[src/rtl/rds_bp_pkg.sv]
package rds_bp_pkg;

  typedef enum logic {
    PH_FIRST  = 1'b0,
    PH_SECOND = 1'b1
  } bp_phase_t;

  function automatic logic mark_next(input logic level, input logic data);
    return level ^ data;
  endfunction

endpackage

[src/rtl/rds_bp_encoder.sv]
module rds_bp_encoder
  import rds_bp_pkg::*;
(
  input  logic clk,
  input  logic rst,
  input  logic chip_en,
  input  logic bit_valid,
  input  logic bit_data,
  output logic bit_ready,
  output logic chip_valid,
  output logic chip_out
);

  bp_phase_t phase_q;
  logic      level_q;
  logic      take;

  assign take      = chip_en && bit_valid && (phase_q == PH_FIRST);
  assign bit_ready = (phase_q == PH_FIRST);

  always_ff @(posedge clk) begin
    if (rst) begin
      phase_q    <= PH_FIRST;
      level_q    <= 1'b0;
      chip_valid <= 1'b0;
      chip_out   <= 1'b0;
    end else begin
      chip_valid <= 1'b0;
      if (take) begin
        level_q    <= mark_next(level_q, bit_data);
        chip_out   <= mark_next(level_q, bit_data);
        chip_valid <= 1'b1;
        phase_q    <= PH_SECOND;
      end else if (chip_en && phase_q == PH_SECOND) begin
        chip_out   <= ~level_q;
        chip_valid <= 1'b1;
        phase_q    <= PH_FIRST;
      end
    end
  end

endmodule

[src/rtl/rds_bp_decoder.sv]
module rds_bp_decoder
  import rds_bp_pkg::*;
(
  input  logic clk,
  input  logic rst,
  input  logic rx_chip_en,
  input  logic rx_chip,
  output logic rx_bit_valid,
  output logic rx_bit,
  output logic rx_violation
);

  bp_phase_t phase_q;
  logic      first_q;
  logic      prev_sym_q;

  always_ff @(posedge clk) begin
    if (rst) begin
      phase_q      <= PH_FIRST;
      first_q      <= 1'b0;
      prev_sym_q   <= 1'b0;
      rx_bit_valid <= 1'b0;
      rx_bit       <= 1'b0;
      rx_violation <= 1'b0;
    end else begin
      rx_bit_valid <= 1'b0;
      rx_violation <= 1'b0;
      if (rx_chip_en) begin
        if (phase_q == PH_FIRST) begin
          first_q <= rx_chip;
          phase_q <= PH_SECOND;
        end else begin
          rx_bit       <= first_q ^ prev_sym_q;
          rx_bit_valid <= 1'b1;
          rx_violation <= (rx_chip == first_q);
          prev_sym_q   <= first_q;
          phase_q      <= PH_FIRST;
        end
      end
    end
  end

endmodule

[src/rtl/rds_biphase_codec.sv]
module rds_biphase_codec (
  input  logic clk,
  input  logic rst,
  input  logic chip_en,
  input  logic bit_valid,
  input  logic bit_data,
  output logic bit_ready,
  output logic chip_valid,
  output logic chip_out,
  input  logic rx_chip_en,
  input  logic rx_chip,
  output logic rx_bit_valid,
  output logic rx_bit,
  output logic rx_violation
);

  rds_bp_encoder u_enc (
    .clk        (clk),
    .rst        (rst),
    .chip_en    (chip_en),
    .bit_valid  (bit_valid),
    .bit_data   (bit_data),
    .bit_ready  (bit_ready),
    .chip_valid (chip_valid),
    .chip_out   (chip_out)
  );

  rds_bp_decoder u_dec (
    .clk          (clk),
    .rst          (rst),
    .rx_chip_en   (rx_chip_en),
    .rx_chip      (rx_chip),
    .rx_bit_valid (rx_bit_valid),
    .rx_bit       (rx_bit),
    .rx_violation (rx_violation)
  );

endmodule

[config.mk]
export PLATFORM = sky130hd
export DESIGN_NAME = rds_biphase_codec
export DESIGN_NICKNAME = d
export VERILOG_FILES = /design/src/rtl/rds_bp_pkg.sv /design/src/rtl/rds_bp_encoder.sv /design/src/rtl/rds_bp_decoder.sv /design/src/rtl/rds_biphase_codec.sv
export SDC_FILE = /design/constraint.sdc
export NUM_CORES = 1
export LEC_CHECK = 0
export BUFFER_PORTS_ARGS = -buffer_cell sky130_fd_sc_hd__clkbuf_2
export CAP_MARGIN = 20
export CELL_PAD_IN_SITES_DETAIL_PLACEMENT = 1
export CELL_PAD_IN_SITES_GLOBAL_PLACEMENT = 1
export CORE_MARGIN = 2
export CORE_UTILIZATION = 29
export CTS_CLUSTER_DIAMETER = 30
export DETAILED_ROUTE_END_ITERATION = 8
export HOLD_SLACK_MARGIN = 0.05
export PLACE_DENSITY = 0.71
export SLEW_MARGIN = 5
export SYNTH_ARGS = -nofsm -noshare
export SYNTH_HDL_FRONTEND = slang
export SYNTH_SLANG_ARGS = --single-unit
export TNS_END_PERCENT = 10
[constraint.sdc]
create_clock -name clk -period 0.8 [get_ports clk]
set_input_delay 0.12 -clock clk [delete_from_list [all_inputs] [get_ports clk]]
set_output_delay 0.12 -clock clk [all_outputs]
set_load 0.05 [all_outputs]
# After elaboration in Yosys (flattened, before gate mapping)
# Index checks and enable logic that the tools add are counted.
[totals]
word_cells = 33
ff_bits = 10
input_bits = 7
output_inout_bits = 6
[op_classes]
bitwise = 6
n_mux = 8
n_reduce_logical = 8
n_eq_ne = 1
[ops]
columns = ["operator", "count"]
rows = [
  ["1-bit 2-to-1 mux", 8],
  ["1-bit inverter", 4],
  ["2-bit AND reduction", 2],
  ["1-bit logical AND", 3],
  ["3-bit OR reduction", 1],
  ["2-bit nonzero test", 1],
  ["2-bit OR reduction", 1],
  ["1-bit bitwise XOR", 2],
  ["1-bit equality test", 1],
]

# Logic depth before layout (Yosys ltp)
# Gate-level depths: netlist of the first run.
[logic_depth]
ltp_word = 3
mapped_depth = 3
ltp_nobuf = 3

# By module
# A second synthesis of the first run with hierarchy kept.
[hier_totals]
hier_cells = 41
hier_area_um2 = 387.9
[modules_own_cells]
columns = ["module", "n_inst", "cells_each", "area_per_inst_um2", "seq_area_each_um2"]
rows = [
  ["rds_bp_decoder", 1, 22, 212.7, 120.1],
  ["rds_bp_encoder", 1, 19, 175.2, 80.1],
]

# Worst setup path before layout of the first run
# OpenSTA, ideal clock, no wires.
[synth_timing]
path_type = "reg2reg"
start = "reg u_enc.chip_out (netlist name)"
end = "reg u_enc.chip_out"
setup_ns = 0.086
period_less_slack_ns = 1.081
slack_ns = -0.281
path_buffers = 0
stages_incl_launch_ff = 3
required_time_ns = 0.714
arrival_ns = 0.996
cell_sequence = "dfxtp_1 > o21ai_0 > a211oi_1"
[synth_lines]
columns = ["item", "line_no", "source"]
rows = [
  ["to (signal assigned)", "rds_bp_encoder.sv:31", "chip_out <= mark_next(level_q, bit_data);"],
  ["to (signal assigned)", "rds_bp_encoder.sv:35", "chip_out <= ~level_q;"],
  ["to (decl)", "rds_bp_encoder.sv:11", "output logic chip_out"],
]

# Final worst setup path of the first run
[layout_timing]
start = "reg u_enc.phase_q"
end = "out bit_ready"
[layout_between]
elab_chain_len = 1
[layout_lines]
columns = ["item", "line_no", "source"]
rows = [
  ["from (decl)", "rds_bp_encoder.sv:14", "bp_phase_t phase_q;"],
  ["from (signal assigned)", "rds_bp_encoder.sv:23", "phase_q <= PH_FIRST;"],
  ["from (signal assigned)", "rds_bp_encoder.sv:33", "phase_q <= PH_SECOND;"],
  ["from (signal assigned)", "rds_bp_encoder.sv:37", "phase_q <= PH_FIRST;"],
  ["1-bit inverter", "rds_bp_encoder.sv:19", "assign bit_ready = (phase_q == PH_FIRST);"],
  ["to (decl)", "rds_biphase_codec.sv:7", "output logic bit_ready,"],
]
# No other way between the ends.

==> run metrics, run 1 <==
Hold Path Class=primary input to register; Final Hold Viols=0; routability cong.=0.727; Die Area=1680 um^2; critical path class=register to output pin; Hold Path Stages=3; Synth area leaders=dfxtp_1 (50%), xor2_1 (6.6%), nor2_1 (5.7%); Static Leak=0.273 nW; grt met2 use=18.8%; CP max stage cell=dfxtp_2; register area=216 um^2; hold_ws=0.145 ns; clk sinks=10; GR peak layer=met2; Synth-to-Final Area Change=60.4%; final wirelength=883 um; Final Setup Violations=10; core outline area=1280 um^2; Reg2Reg Depth=3; Pwr Density=1800 nW/um^2; die height=41.0 um; Worst setup SP type=register; Longest Clk Path Bufs=2; GRT overflow=0; syn_nets=49; worst reg2reg startpoint=u_enc.phase_q$_SDFFE_PP0P_; maximum number of pins on one net before global-route repair=11; die width=41.0 um; Pre-Repair DR Iteration Count=4; root buf cell=clkbuf_4; final net count=68; drt wl/cell=11.9 um; Largest stage delay, worst path=0.37 ns; Seq cells post-synth=10; IO Pins=13; Initial Utilization=31.0%; Via density=4.61; actual slew at the worst max-slew pin=0.221 ns; Max-cap violations=0; First DRT Iteration DRCs=3; multi-input gate area in the final layout=201 um^2; Post-CTS Setup Bufs=0; f_max=1050 MHz; first-pass GRT wire length=1380 um; vias in the first global route=316; fill cell count=148; CTS buffer count=3; Post-DRT Antenna Nets=0; TritonCTS clock tree=built; Core Rows=13; Peak VDD IR=0.981 mV; share of the synthesized area in the top cell type=50.3%; initial antenna violation count=0; Rel. slew slack=85.3%; max-slew violations=0; Hold Path Origin=rx_chip; CP required=0.68 ns; hpwl dp=593 um; CP Cell Sequence=inv_4, clkbuf_16; synthesis warning total=0; Cell variety after synth=20; Mapped Cells=42; share of cells above drive strength 1=55.9%; GRT met3 Usage=3.26%; ant diodes=0; Port-buffer cells=12; failing checks=negative setup slack; status=complete, but fails checks; Synth area leader=dfxtp_1; CP arrival=0.83 ns; Critical Path End Type=output pin; Post-Syn Area=398 um^2; clk_lat worst skew=0.26 ns; register area share after synthesis=50.3%; synthesized area per cell=9.47 um^2; all-layer global routing usage=13.2%; CTS Hold Buffers Added=0; total number of vias=341; crit-path max FO=4; RSZ-0062 raised after global routing=yes; grt met1 use=16.6%; Final Cycle Share=119%; dpl ws=-0.0465 ns; H-tree levels=1; fin crit period=0.954 ns; worst setup path start=u_enc.phase_q$_SDFFE_PP0P_; Reg clk slew, reported paths=0.06 ns; DRC Markers=0; Final WS setup=-0.154 ns; Fin Clk Skew=0.00339 ns
layout by cell type (no fill, tap or decap), types with 3 or more instances in the layout:
cell type and count:
a21oi_1 3, clkbuf_2 6, nand2_1 3, clkbuf_4 3
xor2_1 3, buf_4 3, buf_8 3, clkbuf_16 3
nor2_1 6, dfxtp_2 7
path summary, 6_finish.rpt:
kind	endpoint	slack, ns
setup / recovery	bit_ready	-0.15
hold / removal	u_dec.first_q$_SDFFE_PP0P_	0.14
setup reg to reg	u_enc.phase_q$_SDFFE_PP0P_	-0.04
hold reg to reg	u_dec.prev_sym_q$_SDFFE_PP0P_	0.47
critical path: cells and delay by family (launching register included):
family | cells | cell delay (ns)
buffers and inverters | 2 | 0.21
flip-flops | 1 | 0.37
cells in the mapped netlist:
cell and number:
nor2b_2 1, nand2_1 4, nand3_1 1, nand4b_1 1
a21oi_1 3, mux2_4 1, nor3_1 2, mux2i_1 1
nor3b_1 1, nor2_2 1, o22ai_1 1, buf_2 1
xor2_1 3, nor2_1 6, a211oi_1 1, o21ai_0 1
nand4bb_1 1, dfxtp_1 10, inv_2 1, xnor2_1 1
power by group:
group,internal [mW],switching [mW],total (mW)
registers,0.531,0.0347,0.566
logic,0.128,0.126,0.254
clock network,0.173,0.154,0.327
total,0.832,0.315,1.15
layout make-up:
class | count | share of cell area (%)
sequential | 10 | 33.9
timing repair buffer | 15 | 27.1
tap | 15 | 2.94
clock buffer | 3 | 3.53
multi-input combinational | 30 | 31.6
inverter | 1 | 0.980
metrics by stage:
step | cell area [um^2] | total power [mW] | TNS, ns | cells | utilization, %
CTS | 616 | 1.16 | -0.743 | 74 | 47.9
finish | 638 | 1.15 | -0.576 | 74 | 49.7
global route | 638 | 1.22 | -1.04 | 74 | 49.7
global placement | 500 | 0.759 | -0.0907 | 71 | 38.9
floorplan | 404 | 0.697 | -0.205 | 42 | -
detailed placement | 500 | 0.763 | -0.170 | 71 | 38.9
kinds of logic (layout without fill, tap and decap cells):
kind of cell / after synthesis / count (layout) / synth area share, %
buf+inv: 2 / 19 / 2.20
simple gates: 18 / 18 / 23.9
flops: 10 / 10 / 50.3
xor+xnor: 4 / 4 / 8.81
compound gates: 6 / 6 / 8.49
mux: 2 / 2 / 6.29
timing repair:
action,4_1_cts,5_1_grt
setup endpoints to repair,13,12
gates resized for setup,20,9
pin swaps,0,2
layer usage:
metal / routed length [um] / vias up
li1: - / 178
met4: 0 / 0
met1: 444 / 156
met5: 0 / -
met2: 424 / 7
met3: 14 / 0
(Power assumes the default switching activity.)
==> run 2: changes to the inputs <==
--- a/config.mk
+++ b/config.mk
@@ -13,6 +13,7 @@
 export CORE_UTILIZATION = 29
 export CTS_CLUSTER_DIAMETER = 30
 export DETAILED_ROUTE_END_ITERATION = 8
+export GPL_ROUTABILITY_DRIVEN = 0
 export HOLD_SLACK_MARGIN = 0.05
 export PLACE_DENSITY = 0.71
 export SLEW_MARGIN = 5
==> constraint.sdc (replaced) <==
create_clock -name clk -period 0.8 [get_ports clk]
set_input_delay 0.08 -clock clk [delete_from_list [all_inputs] [get_ports clk]]
set_output_delay 0.08 -clock clk [all_outputs]
set_load 0.05 [all_outputs]
==> run 2 against run 1 <==
Effect of this change:
- the run still ends with negative setup slack left
- clock power grew 2%
- cell area shrank 0.39%
- clock skew is essentially flat
- final cell count is the same
- routed wire length shrank 2.2%
- total power is essentially flat
- die area is the same
- sequential power is essentially flat
- largest cell class unchanged
==> run metrics, run 2 (same netlist as run 1, synthesis figures left out) <==
status=complete, but fails checks; failing checks=negative setup slack; Comb power frac=21.8%; Hold Path Class=primary input to register; Synth-to-Final Area Change=59.7%; CP required=0.72 ns; TritonCTS clock tree=built; root buf cell=clkbuf_4; share of cells above drive strength 1=54.2%; clock power share=29.1%; H-tree levels=1; register area=219 um^2; core outline area=1280 um^2; Longest Clk Path Bufs=2; Reg2Reg Depth=4; Core Rows=13; final wirelength=864 um; DRC Markers=0; die height=41.0 um; Port-buffer cells=12; ant diodes=0; IO Pins=13; f_max=1090 MHz; CTS buffer count=3; actual slew at the worst max-slew pin=0.206 ns; multi-input gate area in the final layout=196 um^2; hpwl dp=609 um; fin crit period=0.917 ns; Placed Area=493 um^2; CP arrival=0.84 ns; GRT overflow=0; vias in the first global route=303; Hold Path Stages=3; internal power=0.830 mW; Final Hold Viols=0; clk_lat worst skew=0.25 ns; Worst setup SP type=register; Post-Layout Inst Area=636 um^2; First DRT Iteration DRCs=2; Pre-Repair DR Iteration Count=3; Reg clk slew, reported paths=0.07 ns; Via density=4.64; max-slew violations=0; switch share=27.6%; commonest cells after routing, fill and taps aside=nor2_1 (6), clkbuf_2 (6), dfxtp_2 (6); Fin Clk Skew=0.00379 ns; Psw=0.316 mW; hold_ws=0.0999 ns; final net count=68; first-pass GRT wire length=1380 um; fill cell count=149; clk sinks=10; critical path class=register to output pin; RSZ-0062 raised after global routing=yes; Die Area=1680 um^2; Peak VDD IR=1.12 mV; Final Setup Violations=9; Static Leak=0.274 nW; drt wl/cell=11.7 um; Initial Utilization=31.0%; Final WS setup=-0.117 ns; maximum number of pins on one net before global-route repair=11; Critical Path End Type=output pin; Final Cycle Share=115%; die width=41.0 um; all-layer global routing usage=13.4%; Rel. slew slack=86.3%; crit-path max FO=4; total number of vias=343; Post-DRT Antenna Nets=0; reg2reg setup slack=-0.07 ns; Max-cap violations=0; Pwr Density=1800 nW/um^2; Reg power frac=49.2%; initial antenna violation count=0
-- run 2: cell types whose count changed in the layout (fill, tap and decap cells not counted) --
cell,change
nor3_1,+1
dfxtp_2,-1
nor3_2,-1
dfxtp_4,+1
-- run 2: critical path, cell delays in order (launching register included) --
cell and delay (ns):
dfxtp_4 0.36, inv_4 0.07, clkbuf_16 0.15
-- run 2: final cells by class --
class                      count  share of cell area, %
timing repair buffer          15                   27.2
sequential                    10                   34.4
inverter                       1                  0.984
multi-input combinational     30                   30.9
clock buffer                   3                   3.54
tap                           15                   2.95
-- run 2: final timing paths --
kind	start	to
hold / removal	rx_chip	u_dec.first_q$_SDFFE_PP0P_
setup / recovery	u_enc.phase_q$_SDFFE_PP0P_	bit_ready
setup reg to reg	u_enc.level_q$_SDFFE_PP0P_	u_enc.level_q$_SDFFE_PP0P_
hold reg to reg	u_dec.prev_sym_q$_SDFFE_PP0P_	u_dec.prev_sym_q$_SDFFE_PP0P_
-- run 2: stage by stage --
stage	utilization (%)	total power, mW	worst slack (ns)	setup TNS (ns)	cells
after global placement	38.4	0.756	-0.0436	-0.0909	70
after CTS	47.5	1.14	-0.122	-0.537	73
final	49.5	1.15	-0.117	-0.415	74
after detailed placement	38.4	0.759	-0.0479	-0.225	70
after global routing	49.5	1.22	-0.150	-0.832	74
after floorplan	-	0.697	-0.104	-0.205	42
-- run 2: per-layer routing --
layer	part of all wire, %	up-vias	GRT usage, %
li1	-	178	-
met1	45	158	16.9
met2	52	7	19.1
met3	2.4	0	4.89
met4	0	0	7.50
met5	0	-	0
-- run 2: power groups by stage --
stage                     registers, mW  logic [mW]  clock network [mW]
after CTS                         0.560       0.240               0.345
after global placement            0.565       0.191                   0
final                             0.564       0.249               0.333
after global routing              0.569       0.267               0.385
after detailed placement          0.566       0.193                   0
after floorplan                   0.609      0.0885                   0
-- run 2: repair_timing --
action,CTS,global route
pin swaps,0,1
hold buffers,0,0
gates resized for setup,21,8
endpoints found under the setup margin,13,13
setup buffers,0,1
